[config.mk]
export PLATFORM = sky130hd
export DESIGN_NAME = ram_sizer
export DESIGN_NICKNAME = d
export VERILOG_FILES = /design/src/rtl/rs_pkg.sv /design/src/rtl/rs_cursor.sv /design/src/rtl/rs_pattern.sv /design/src/rtl/rs_fsm.sv /design/src/rtl/ram_sizer.sv
export SDC_FILE = /design/constraint.sdc
export NUM_CORES = 1
export LEC_CHECK = 0
export BUFFER_PORTS_ARGS = -buffer_cell sky130_fd_sc_hd__buf_2
export CORE_ASPECT_RATIO = 1.5
export CORE_UTILIZATION = 30
export DETAILED_ROUTE_END_ITERATION = 10
export HOLD_SLACK_MARGIN = 0.02
export SLEW_MARGIN = 20
export SYNTH_ARGS = -nofsm -noshare
export SYNTH_HDL_FRONTEND = slang
export SYNTH_SLANG_ARGS = --single-unit
[constraint.sdc]
create_clock -name clk -period 4.6 [get_ports clk]
set_clock_uncertainty 0.05 [all_clocks]
set_input_delay 0.92 -clock clk [delete_from_list [all_inputs] [get_ports clk]]
set_output_delay 0.92 -clock clk [all_outputs]
set_load 0.005 [all_outputs]
[src/rtl/rs_pkg.sv]
package rs_pkg;
    typedef enum logic [2:0] {
        ST_IDLE,
        ST_WRITE,
        ST_DUM_RD,
        ST_DUM_WR,
        ST_READ,
        ST_CHECK,
        ST_DONE
    } rs_state_e;
endpackage

[src/rtl/rs_cursor.sv]
module rs_cursor #(
    parameter int PAGE_W    = 8,
    parameter int OFFS_W    = 8,
    parameter int BASE_PAGE = 24
) (
    input  logic              clk,
    input  logic              rst_n,
    input  logic              clr,
    input  logic              step,
    output logic [PAGE_W-1:0] page,
    output logic [OFFS_W-1:0] offs,
    output logic              last_byte,
    output logic              last_page
);
    localparam logic [PAGE_W-1:0] START_PAGE = PAGE_W'(BASE_PAGE);

    always_ff @(posedge clk or negedge rst_n) begin
        if (!rst_n) begin
            page <= START_PAGE;
            offs <= '0;
        end else if (clr) begin
            page <= START_PAGE;
            offs <= '0;
        end else if (step) begin
            {page, offs} <= {page, offs} + 1'b1;
        end
    end

    assign last_byte = &offs;
    assign last_page = &page;
endmodule

[src/rtl/rs_pattern.sv]
module rs_pattern #(
    parameter int DATA_W = 8
) (
    input  logic              phase,
    input  logic [DATA_W-1:0] rdata,
    output logic [DATA_W-1:0] pat,
    output logic              match
);
    localparam logic [DATA_W-1:0] PAT_HI = {(DATA_W/2){2'b10}};
    localparam logic [DATA_W-1:0] PAT_LO = {(DATA_W/2){2'b01}};

    assign pat   = phase ? PAT_LO : PAT_HI;
    assign match = (rdata == pat);
endmodule

[src/rtl/rs_fsm.sv]
module rs_fsm
    import rs_pkg::*;
(
    input  logic      clk,
    input  logic      rst_n,
    input  logic      start,
    input  logic      match,
    input  logic      last_byte,
    input  logic      last_page,
    output rs_state_e state,
    output logic      phase,
    output logic      cur_clr,
    output logic      cur_step,
    output logic      rec_page,
    output logic      fail_stop
);
    rs_state_e nxt;

    always_comb begin
        nxt = state;
        unique case (state)
            ST_IDLE, ST_DONE: if (start) nxt = ST_WRITE;
            ST_WRITE:  nxt = ST_DUM_RD;
            ST_DUM_RD: nxt = ST_DUM_WR;
            ST_DUM_WR: nxt = ST_READ;
            ST_READ:   nxt = ST_CHECK;
            ST_CHECK: begin
                if (!match)                                  nxt = ST_DONE;
                else if (phase && last_byte && last_page)    nxt = ST_DONE;
                else                                         nxt = ST_WRITE;
            end
            default: nxt = ST_IDLE;
        endcase
    end

    always_ff @(posedge clk or negedge rst_n) begin
        if (!rst_n) begin
            state <= ST_IDLE;
            phase <= 1'b0;
        end else begin
            state <= nxt;
            if (cur_clr)
                phase <= 1'b0;
            else if (state == ST_CHECK && match)
                phase <= ~phase;
        end
    end

    always_comb begin
        cur_clr   = (state == ST_IDLE || state == ST_DONE) && start;
        rec_page  = (state == ST_CHECK) && match && phase && last_byte;
        cur_step  = (state == ST_CHECK) && match && phase && !(last_byte && last_page);
        fail_stop = (state == ST_CHECK) && !match;
    end
endmodule

[src/rtl/ram_sizer.sv]
module ram_sizer
    import rs_pkg::*;
#(
    parameter int ADDR_W    = 16,
    parameter int DATA_W    = 8,
    parameter int OFFS_W    = 8,
    parameter int BASE_PAGE = 24
) (
    input  logic                     clk,
    input  logic                     rst_n,
    input  logic                     start,
    output logic [ADDR_W-1:0]        mem_addr,
    output logic [DATA_W-1:0]        mem_wdata,
    output logic                     mem_we,
    input  logic [DATA_W-1:0]        mem_rdata,
    output logic                     run_done,
    output logic [ADDR_W-OFFS_W-1:0] top_page,
    output logic                     size_fail
);
    localparam int PAGE_W = ADDR_W - OFFS_W;
    localparam logic [PAGE_W-1:0] BELOW_BASE = PAGE_W'(BASE_PAGE - 1);
    localparam logic [PAGE_W-1:0] BASE_P     = PAGE_W'(BASE_PAGE);

    rs_state_e         state;
    logic              phase, cur_clr, cur_step, rec_page, fail_stop;
    logic              last_byte, last_page, match;
    logic [PAGE_W-1:0] page;
    logic [OFFS_W-1:0] offs;
    logic [DATA_W-1:0] pat;

    rs_fsm u_fsm (
        .clk(clk), .rst_n(rst_n), .start(start), .match(match),
        .last_byte(last_byte), .last_page(last_page), .state(state),
        .phase(phase), .cur_clr(cur_clr), .cur_step(cur_step),
        .rec_page(rec_page), .fail_stop(fail_stop)
    );

    rs_cursor #(.PAGE_W(PAGE_W), .OFFS_W(OFFS_W), .BASE_PAGE(BASE_PAGE)) u_cur (
        .clk(clk), .rst_n(rst_n), .clr(cur_clr), .step(cur_step),
        .page(page), .offs(offs), .last_byte(last_byte), .last_page(last_page)
    );

    rs_pattern #(.DATA_W(DATA_W)) u_pat (
        .phase(phase), .rdata(mem_rdata), .pat(pat), .match(match)
    );

    always_comb begin
        mem_we    = (state == ST_WRITE) || (state == ST_DUM_WR);
        mem_addr  = (state == ST_DUM_RD || state == ST_DUM_WR) ? '0 : {page, offs};
        mem_wdata = (state == ST_DUM_WR) ? mem_rdata : pat;
        run_done  = (state == ST_DONE);
    end

    always_ff @(posedge clk or negedge rst_n) begin
        if (!rst_n) begin
            top_page  <= '0;
            size_fail <= 1'b0;
        end else if (cur_clr) begin
            top_page  <= BELOW_BASE;
            size_fail <= 1'b0;
        end else begin
            if (rec_page)
                top_page <= page;
            if (fail_stop && page == BASE_P)
                size_fail <= 1'b1;
        end
    end
endmodule

Word level (Yosys, flattened, before mapping). Cells that the tools add are included.

Register bits after elaboration: 29. Bits of input ports: 11.

Equal/unequal tests: 9. Reductions and logical operators: 23. Multiplexer cells: 17. Bitwise gates (word level): 1. Add/sub/neg operators: 1.

Operators with widths (count): $mux 8 (8); $pmux 3 s6 (1); $add 16x1->16 const B (1); $mux 16 (1); $reduce_and 8->1 (2); $logic_and 1x1->1 (10); $eq 3x3->1 const B (3); $mux 3 (3); $eq 8x5->1 const B (1); $eq 8x8->1 (1); $reduce_bool 2->1 (4); $eq 3x2->1 const B (2); $mux 1 (4); $eq 3x1->1 const B (1); $logic_not 3->1 (1); $logic_or 1x1->1 (3); $logic_not 1->1 (2); $ne 2x2->1 const B (1); $reduce_or 2->1 (1); $not 1->1 (1).

Depth between registers and ports, before layout. Gate-level depths: netlist of the first run.

Depth in word-level cells: 7. Depth in mapped cells: 8. Gate-level depth less buffers: 6.

Cells and area by module. A second synthesis of the first run with hierarchy kept.

Cell total of the unflattened synthesis: 194. Area, all modules: 1873.0 um^2.

By module, submodules not included: rs_cursor (cells an instance 85, area an instance 855.8 um^2, instances 1); ram_sizer (cells an instance 61, area an instance 613.1 um^2, instances 1); rs_fsm (cells an instance 33, area an instance 289.0 um^2, instances 1); rs_pattern (cells an instance 15, area an instance 115.1 um^2, instances 1).

Worst setup path after synthesis of the first run. No wires, ideal clock.

Kind: input to register. Start: input port mem_rdata[5]. End: register u_cur.page[4]. Buffers on the path: 1. Data arrival time: 2.243 ns. Slack: 2.232 ns. Stages on the path: 6. Cells stage by stage: and4bb_2 -> and4_1 -> buf_6 -> nand2_2 -> or4b_1 -> mux2i_1.

Word-level cells in the longest chain between the ends: 5.

RTL lines: start, declared (line ram_sizer.sv:15) `input logic [DATA_W-1:0] mem_rdata,`; $eq 8x8->1 (line rs_pattern.sv:13) `assign match = (rdata == pat);`; $logic_and 1x1->1 (3 in a row) (line rs_fsm.sv:52) `cur_step = (state == ST_CHECK) && match && phase && !(last_byte && last_page);`; $reduce_bool 2->1 (no line); end signal, assigned (line rs_cursor.sv:25) `{page, offs} <= {page, offs} + 1'b1;`; end, declared (line rs_cursor.sv:10) `output logic [PAGE_W-1:0] page,`.

No other way between the ends. A chain may end at the register's enable or synchronous reset.

Final worst setup path of the first run.
Start: register u_fsm.state[0]. End: output port mem_wdata[6].

Word-level cells in the longest chain between the ends: 2.

RTL lines: start, declared (line rs_fsm.sv:10) `output rs_state_e state,`; start signal, assigned (line rs_fsm.sv:41) `state <= nxt;`; $eq 3x2->1 (line ram_sizer.sv:50) `mem_wdata = (state == ST_DUM_WR) ? mem_rdata : pat;`; $mux 8 (line ram_sizer.sv:50); end, declared (line ram_sizer.sv:13) `output logic [DATA_W-1:0] mem_wdata,`.

No other way between the ends.

==> results of run 1 <==
## power groups by stage
| stage | Combinational (uW) | Sequential, uW | Clock (uW) |
|---|---|---|---|
| floorplan | 189 | 289 | 0 |
| global placement | 236 | 319 | 0 |
| detailed placement | 237 | 319 | 0 |
| CTS | 238 | 315 | 219 |
| global route | 263 | 322 | 231 |
| finish | 232 | 314 | 212 |
## per-layer routing
| layer | vias to the layer above | global-route usage (%) | part of all wire (%) |
|---|---|---|---|
| li1 | 792 | - | - |
| met1 | 749 | 16.6 | 42 |
| met2 | 46 | 25.3 | 51 |
| met3 | 8 | 3.11 | 4.4 |
| met4 | 0 | 7.22 | 2.3 |
| met5 | - | 0 | 0 |
## Yosys cell counts, drive strengths merged
master / n / share of area [%]
xor2: 7 / 3.5
and3: 4 / 1.4
o21ai: 8 / 2.5
or3: 2 / 0.71
xnor2: 2 / 1.0
a211oi: 2 / 0.86
a32oi: 1 / 0.50
inv: 3 / 0.64
dfrtp: 27 / 39
nor3: 5 / 1.4
a311oi: 1 / 0.50
buf: 4 / 2.0
and2: 1 / 0.36
ha: 1 / 0.71
and3b: 2 / 1.0
o2111ai: 3 / 1.5
mux2i: 2 / 1.1
a21oi: 5 / 1.4
or4: 3 / 1.3
nor4bb: 2 / 1.1
nor2b: 19 / 6.8
dfstp: 2 / 3.0
or2: 1 / 0.36
nand2b: 1 / 0.36
nor2: 15 / 3.2
nand2: 21 / 4.6
nand4: 3 / 1.1
nand4b: 2 / 1.0
nor4: 2 / 0.71
clkbuf: 9 / 2.0
a31oi: 2 / 0.71
nor3b: 2 / 0.86
nand3: 11 / 3.1
and4bb: 1 / 0.71
o211ai: 6 / 2.9
a31o: 8 / 4.0
and4: 1 / 0.50
o211a: 1 / 0.57
a21boi: 2 / 0.86
or4b: 1 / 0.57
## layout by cell type, fill, tap and decap left out, types with 6 or more instances in the layout
cell | synthesis | final
a31o_2 | 8 | 8
buf_2 | 1 | 45
clkbuf_8 | 0 | 6
dfrtp_1 | 27 | 27
nand2_1 | 20 | 20
nand3_1 | 11 | 11
nor2_1 | 15 | 15
nor2b_1 | 19 | 18
o21ai_0 | 7 | 7
xor2_1 | 7 | 7
## flip-flops by register name, summed over array words and instances, names as in the netlist
signal,flops
top_page,8
u_fsm.phase,1
u_cur.offs,8
u_fsm.state,3
size_fail,1
u_cur.page,8
## worst register-to-register path: cells and delay by family (launching register included)
family,cells,cell delay [ns]
AND/OR/NAND/NOR,4,1.52
flip-flops,1,0.69
multiplexers,1,0.16
## stage by stage
| step | total power (uW) | worst slack (ns) | instances | instance area (sq um) |
|---|---|---|---|---|
| 2_1_floorplan | 477 | 2.23 | 195 | 1750 |
| 3_3_place_gp | 555 | 1.79 | 299 | 2020 |
| 3_5_place_dp | 556 | 1.75 | 299 | 2020 |
| 4_1_cts | 772 | 1.89 | 307 | 2110 |
| 5_1_grt | 815 | 1.72 | 307 | 2110 |
| 6_report | 759 | 1.92 | 307 | 2110 |
## cell type report
class / instances / area, sq um
Clock buffer: 8 / 90.1
Fill cell: 605 / 3420
Inverter: 3 / 11.3
Multi-Input combinational cell: 150 / 953
Sequential cell: 29 / 728
Tap cell: 70 / 87.6
Timing Repair Buffer: 47 / 240
## kinds of logic (layout without fill, tap and decap cells)
logic type	count (synthesis)	in the layout	synth area share, %
flip-flops	29	29	41.5
buffers and inverters	16	58	4.64
XOR/XNOR	9	9	4.49
AO/OA/AOI/OAI	39	39	16.3
adder cells (fa/ha/maj)	1	1	0.713
AND/OR/NAND/NOR	99	99	31.2
multiplexers	2	2	1.14
## final timing paths
path | from | end | cells after the start
worst max-delay path | u_fsm.state[0] | mem_wdata[6] | 3
worst min-delay path | top_page[6] | top_page[6] | 2
worst max register to register | u_fsm.state[0] | u_cur.page[4] | 5
worst min register to register | top_page[6] | top_page[6] | 2
max in group asynchronous | rst_n | u_cur.offs[7] | 1
min in group asynchronous | rst_n | u_cur.offs[3] | 1
==> metrics.cfg, run 1 <==
[cts]
cts_buffers=5
ctsResizeCount=0
post_cts_buffers=0
path_clk_slew_ns=0.06
cts_sinks=29
insertion_delay_ns=0.27
cts_hold_repair.buffers=0
clock_path_buffers=2
htreeDepth=2
cts_tree=built
cts-root-buf=clkbuf_8

[floorplan]
die_area_sq_mm=0.00616
core_sq_mm=0.00553
fp.dieW_um=64.4
rows=33
initial_core_util_pct=31.7
ios=46
die_h_um=95.7

[place]
portBuffers=45
post-dp-hpwl_um=2960
place.gp.congestion=0.787

[timing]
setup_tns_ns=0
finalCriticalPeriod_ns=2.68
max_freq_mhz=373
hold_slack_ns=0.444
grt_setup_unrepaired=no
hold_viol=0
worst_slew_pin_slew_ns=0.633
setup_viol=0
fin_crit_sh_pct=58.4
report.final.slew_viol_count=0
relSlewSlack_pct=57.8

[cells_and_area]
areaGrowthSynthToFinish_pct=20.3
drive_gt1_share_pct=29.5
antennaDiodeCount=0
final_core_util_pct=38.2
layout.nets=248

[critical_path]
crit_path_start_kind=flop
max_stage_delay_ns=0.69
crit_chain=a21boi_0, a31o_2, buf_2
path_buf_inv=1
path_class=flop to primary output
crit_required_ns=3.63
r2r_setup_slack_ns=2.11
crit_family=flip-flops
critical_path.endpoint_type=primary output
cpMaxStageDelayCell=dfrtp_1
crit_fanout=19
arrival_ns=1.71

[routing]
drc_errors=0
drtIter0Drc=54
wl_per_cell_um=13.1
ant_nets=0
vias=1595
drt-vias-per-instance=5.20
routed_wl_um=4020
first_pass_iters=4

[power_and_ir_drop]
p_switching_uw=260
power_frac_seq_pct=41.4
power.density_mw_per_mm2=359
p_clk_share_pct=28.0
ir_worst_vdd_v=0.000227
combPwrFrac_pct=30.6
intPower_uw=499
switching_share_pct=34.3
power.leakage_uw=0.00101

[global_route]
gr-total-overflow=0
first_global_vias=1441
grt_max_degree=30
antenna_found_initial=0
grt_pass1_wl_um=6850
grt.total_usage_pct=14.5

[logic_synthesis]
synth-seq-area-share_pct=41.5
synth-seq-cells=29
netlist_instances=195
synthesis.nets=207
yosysWarnings=0
synthDistinctLibCells=46
synth_area_sq_mm=0.00175
avgSynthCellArea_sq_um=9.00

[outcome]
status=completed

[worst_hold_path]
hold_class=flop to flop

[run]
drv_cap=0

No activity file was read; power rests on OpenSTA's default activity.
==> run 2, diff against run 1 <==
==> constraint.sdc (replaced) <==
create_clock -name clk -period 2.6 [get_ports clk]
set_clock_uncertainty 0.05 [all_clocks]
set_input_delay 0.52 -clock clk [delete_from_list [all_inputs] [get_ports clk]]
set_output_delay 0.52 -clock clk [all_outputs]
set_load 0.005 [all_outputs]
==> metrics.cfg, run 2 (same netlist as run 1, synthesis figures left out) <==
[routing]
first_pass_iters=4
vias=1601
drtIter0Drc=69
wl_per_cell_um=13.4
routed_wl_um=4160
drt-vias-per-instance=5.15
ant_nets=0
drc_errors=0

[place]
place.gp.congestion=0.784
post-dp-hpwl_um=3020
portBuffers=45
dp_cells=303

[outcome]
status=completed

[floorplan]
die_h_um=95.7
ios=46
rows=33
initial_core_util_pct=31.7
die_area_sq_mm=0.00616
fp.dieW_um=64.4
core_sq_mm=0.00553

[cts]
cts-root-buf=clkbuf_8
ctsResizeCount=0
cts_sinks=29
cts_tree=built
cts_buffers=5
clock_path_buffers=2
cts_hold_repair.buffers=0
path_clk_slew_ns=0.06
post_cts_buffers=0
insertion_delay_ns=0.28
htreeDepth=2

[critical_path]
max_stage_delay_ns=0.45
crit_chain=nor2b_2, a21boi_0, a31o_2, buf_2
cpMaxStageDelayCell=dfrtp_1
path_class=flop to primary output
crit_family=compound AO/OA/AOI/OAI gates
crit_required_ns=2.03
crit_fanout=8
path_buf_inv=1
critical_path.endpoint_type=primary output
crit_path_start_kind=flop
arrival_ns=1.66

[global_route]
grt_pass1_wl_um=7040
gr-total-overflow=0
grt.total_usage_pct=14.9
busiest_layer=met2
grt_max_degree=30
antenna_found_initial=0
first_global_vias=1513
grt_util_met3_pct=2.87
met2_usage_pct=25.7
grtUsageMet1_pct=17.1

[cells_and_area]
final_cell_mix=buf_2 (45), dfrtp_1 (27), nand2_1 (20), nor2b_1 (18), nor2_1 (15)
final_core_util_pct=38.6
final_common_cell=buf_2
drive_gt1_share_pct=31.1
areaGrowthSynthToFinish_pct=21.6
layout.nets=252
antennaDiodeCount=0
fin_cells=311
top_regs=top_page x8, u_cur.offs x8, u_cur.page x8

[timing]
worst_slew_pin_slew_ns=0.668
hold_viol=0
relSlewSlack_pct=55.5
grt_setup_unrepaired=no
fin_crit_sh_pct=85.9
finalCriticalPeriod_ns=2.23
setup_viol=0
max_freq_mhz=448
report.final.slew_viol_count=0
setup_tns_ns=0

[power_and_ir_drop]
p_clk_share_pct=26.2
ir_worst_vdd_v=0.000372
power.density_mw_per_mm2=635
total_power_uw=1350
switching_share_pct=35.7
power_frac_seq_pct=38.6
intPower_uw=871
combPwrFrac_pct=35.2
p_switching_uw=483
power.leakage_uw=0.00103

[run]
drv_cap=0

[worst_hold_path]
hold_class=primary input to asynchronous set/reset pin

==> run 2: cell types whose count changed in the layout (fill, tap and decap cells not counted), sizes merged <==
cell and change:
buf +4, clkbuf -2, clkinv +2
==> run 2: layout make-up <==
cell class / count / area, sq um
Multi-Input combinational cell: 150 / 953
Tap cell: 70 / 87.6
Clock buffer: 6 / 72.6
Inverter: 3 / 11.3
Timing Repair Buffer: 51 / 270
Clock inverter: 2 / 10.0
Sequential cell: 29 / 728
Fill cell: 597 / 3400
==> run 2: final timing paths <==
kind	from	endpoint	slack, ns	depth (start not counted)
min in group clk	top_page[5]	top_page[5]	0.44	2
worst max-delay path	u_fsm.state[1]	mem_wdata[0]	0.37	4
max in group asynchronous	rst_n	u_cur.page[0]	1.84	1
worst min register to register	top_page[5]	top_page[5]	0.44	2
worst max register to register	u_fsm.state[1]	u_cur.page[4]	0.52	5
worst min-delay path	rst_n	u_cur.offs[3]	0.21	1
==> run 2: per-layer routing <==
metal / wire length, um / vias up / part of all wire, %
met3: 166 / 9 / 4.0
met1: 1740 / 759 / 42
met4: 96 / 0 / 2.3
li1: - / 795 / -
met2: 2160 / 38 / 52
met5: 0 / - / 0
==> run 2: metrics by stage <==
| step | hold slack (ns) | cell area, sq um | worst slack [ns] |
|---|---|---|---|
| floorplan | 0.174 | 1750 | 0.632 |
| global placement | 0.431 | 2050 | 0.370 |
| detailed placement | 0.439 | 2050 | 0.330 |
| CTS | 0.238 | 2130 | 0.335 |
| global route | 0.261 | 2130 | 0.232 |
| finish | 0.206 | 2130 | 0.367 |
==> run 2: power by group through the flow <==
stage | sequential, uW | combinational (uW) | clock [uW]
2_1_floorplan | 511 | 334 | 0
3_3_place_gp | 530 | 480 | 0
3_5_place_dp | 531 | 482 | 0
4_1_cts | 522 | 484 | 368
5_1_grt | 529 | 529 | 383
6_report | 523 | 477 | 355
==> run 3, diff against run 2 <==
--- a/config.mk
+++ b/config.mk
@@ -10,6 +10,8 @@
 export CORE_UTILIZATION = 30
 export DETAILED_ROUTE_END_ITERATION = 10
 export HOLD_SLACK_MARGIN = 0.02
+export PLACE_DENSITY_LB_ADDON = 0.12
+export SETUP_SLACK_MARGIN = 0.2
 export SLEW_MARGIN = 20
 export SYNTH_ARGS = -nofsm -noshare
 export SYNTH_HDL_FRONTEND = slang
==> metrics.cfg, run 3 (same netlist as run 1, synthesis figures left out) <==
[outcome]
status=completed

[cts]
cts-root-buf=clkbuf_8
path_clk_slew_ns=0.06
clock_path_buffers=2
cts_sinks=29
htreeDepth=2
cts_hold_repair.buffers=0
insertion_delay_ns=0.28
cts_buffers=5
cts_tree=built

[cells_and_area]
antennaDiodeCount=0
final_core_util_pct=39.1
areaGrowthSynthToFinish_pct=23.2
multiInputGateArea_sq_um=958
final_cell_mix=buf_2 (45), dfrtp_1 (27), nand2_1 (20), nor2b_1 (18), nor2_1 (15)
fill_cells=615
fin_area_sq_mm=0.00216
drive_gt1_share_pct=31.5
final_common_cell=buf_2
seq_area_sq_um=728
top_regs=top_page x8, u_cur.offs x8, u_cur.page x8
layout.nets=252

[power_and_ir_drop]
ir_worst_vdd_v=0.000398
power.leakage_uw=0.00104
power.density_mw_per_mm2=664

[critical_path]
critical_path.endpoint_type=primary output
crit_path_start_kind=flop
reg2reg_depth=5
crit_fanout=8
crit_family=flip-flops
arrival_ns=1.61
crit_chain=nor2b_4, a21boi_0, a31o_2, buf_2
r2r_setup_slack_ns=0.51
cp.depth=4
max_stage_delay_ns=0.48
endpoint=mem_wdata[6]
crit_required_ns=2.03
path_class=flop to primary output
path_buf_inv=1
crit_path_start=u_fsm.state[1]
timing.rr.start=u_cur.page[3]
rr_endpoint=u_cur.offs[1]
cpMaxStageDelayCell=dfrtp_1

[floorplan]
die_h_um=95.7
rows=33
core_sq_mm=0.00553
ios=46
die_area_sq_mm=0.00616
initial_core_util_pct=31.7
fp.dieW_um=64.4

[run]
drv_cap=0

[global_route]
met2_usage_pct=27.9
antenna_found_initial=0
grt.total_usage_pct=16.2
grt_pass1_wl_um=7630
grt_max_degree=30
gr-total-overflow=0
grtUsageMet1_pct=19.5
busiest_layer=met2
grt_util_met3_pct=3.11
first_global_vias=1505

[routing]
drt-vias-per-instance=5.19
wl_per_cell_um=14.5
vias=1613
drtIter0Drc=56
routed_wl_um=4520
first_pass_iters=4
drc_errors=0
ant_nets=0

[timing]
finalCriticalPeriod_ns=2.18
max_freq_mhz=458
setup_tns_ns=0
fin_crit_sh_pct=83.9
setup_ws_ns=0.418
grt_setup_unrepaired=no
relSlewSlack_pct=55.1
report.final.slew_viol_count=0
worst_slew_pin_slew_ns=0.673
hold_viol=0
setup_viol=0

[place]
dpl_cell_area_sq_mm=0.00205
dp_slack_ns=0.323
place.gp.congestion=0.730
portBuffers=45
post-dp-hpwl_um=3260

[worst_hold_path]
hold_class=primary input to asynchronous set/reset pin

==> run 3: cell type report <==
type / instances / area share [%]
multi-input cells: 150 / 44.4
flip-flops and latches: 29 / 33.7
repair buffers: 51 / 12.7
clock buffers: 7 / 4.46
well taps: 70 / 4.05
inverters: 3 / 0.521
clock inverters: 1 / 0.232
==> run 3: layer usage <==
layer / vias to the layer above / share of wire, %
met4: 0 / 1.6
met2: 50 / 50
met3: 6 / 4.4
li1: 794 / -
met5: - / 0
met1: 763 / 44
==> run 3: through the flow <==
stage	hold slack (ns)	total power [uW]	cells
2_1_floorplan	0.174	845	195
3_3_place_gp	0.430	1030	303
3_5_place_dp	0.439	1030	303
4_1_cts	0.253	1450	311
5_1_grt	0.282	1540	311
6_report	0.231	1430	311
==> run 3: worst min-delay path by stage <==
stage | end | slack [ns] | cells after the start
2_1_floorplan | size_fail | 0.17 | 0
3_3_place_gp | top_page[3] | 0.43 | 2
3_5_place_dp | top_page[7] | 0.44 | 2
4_1_cts | u_cur.page[0] | 0.25 | 1
5_1_grt | u_cur.offs[7] | 0.28 | 1
6_report | size_fail | 0.23 | 1
==> run 3: power breakdown <==
part | leakage, uW | switching (uW) | internal (uW) | total (uW)
Clock | 0.0000542 | 171 | 239 | 410
Sequential | 0.000370 | 42.9 | 485 | 527
Combinational | 0.000618 | 286 | 211 | 497
==> run 3: timing repair <==
| item | CTS | global route |
|---|---|---|
| endpoints found under the setup margin | 0 | 8 |
| resized for setup | 0 | 2 |
| buffers inserted | 0 | 0 |
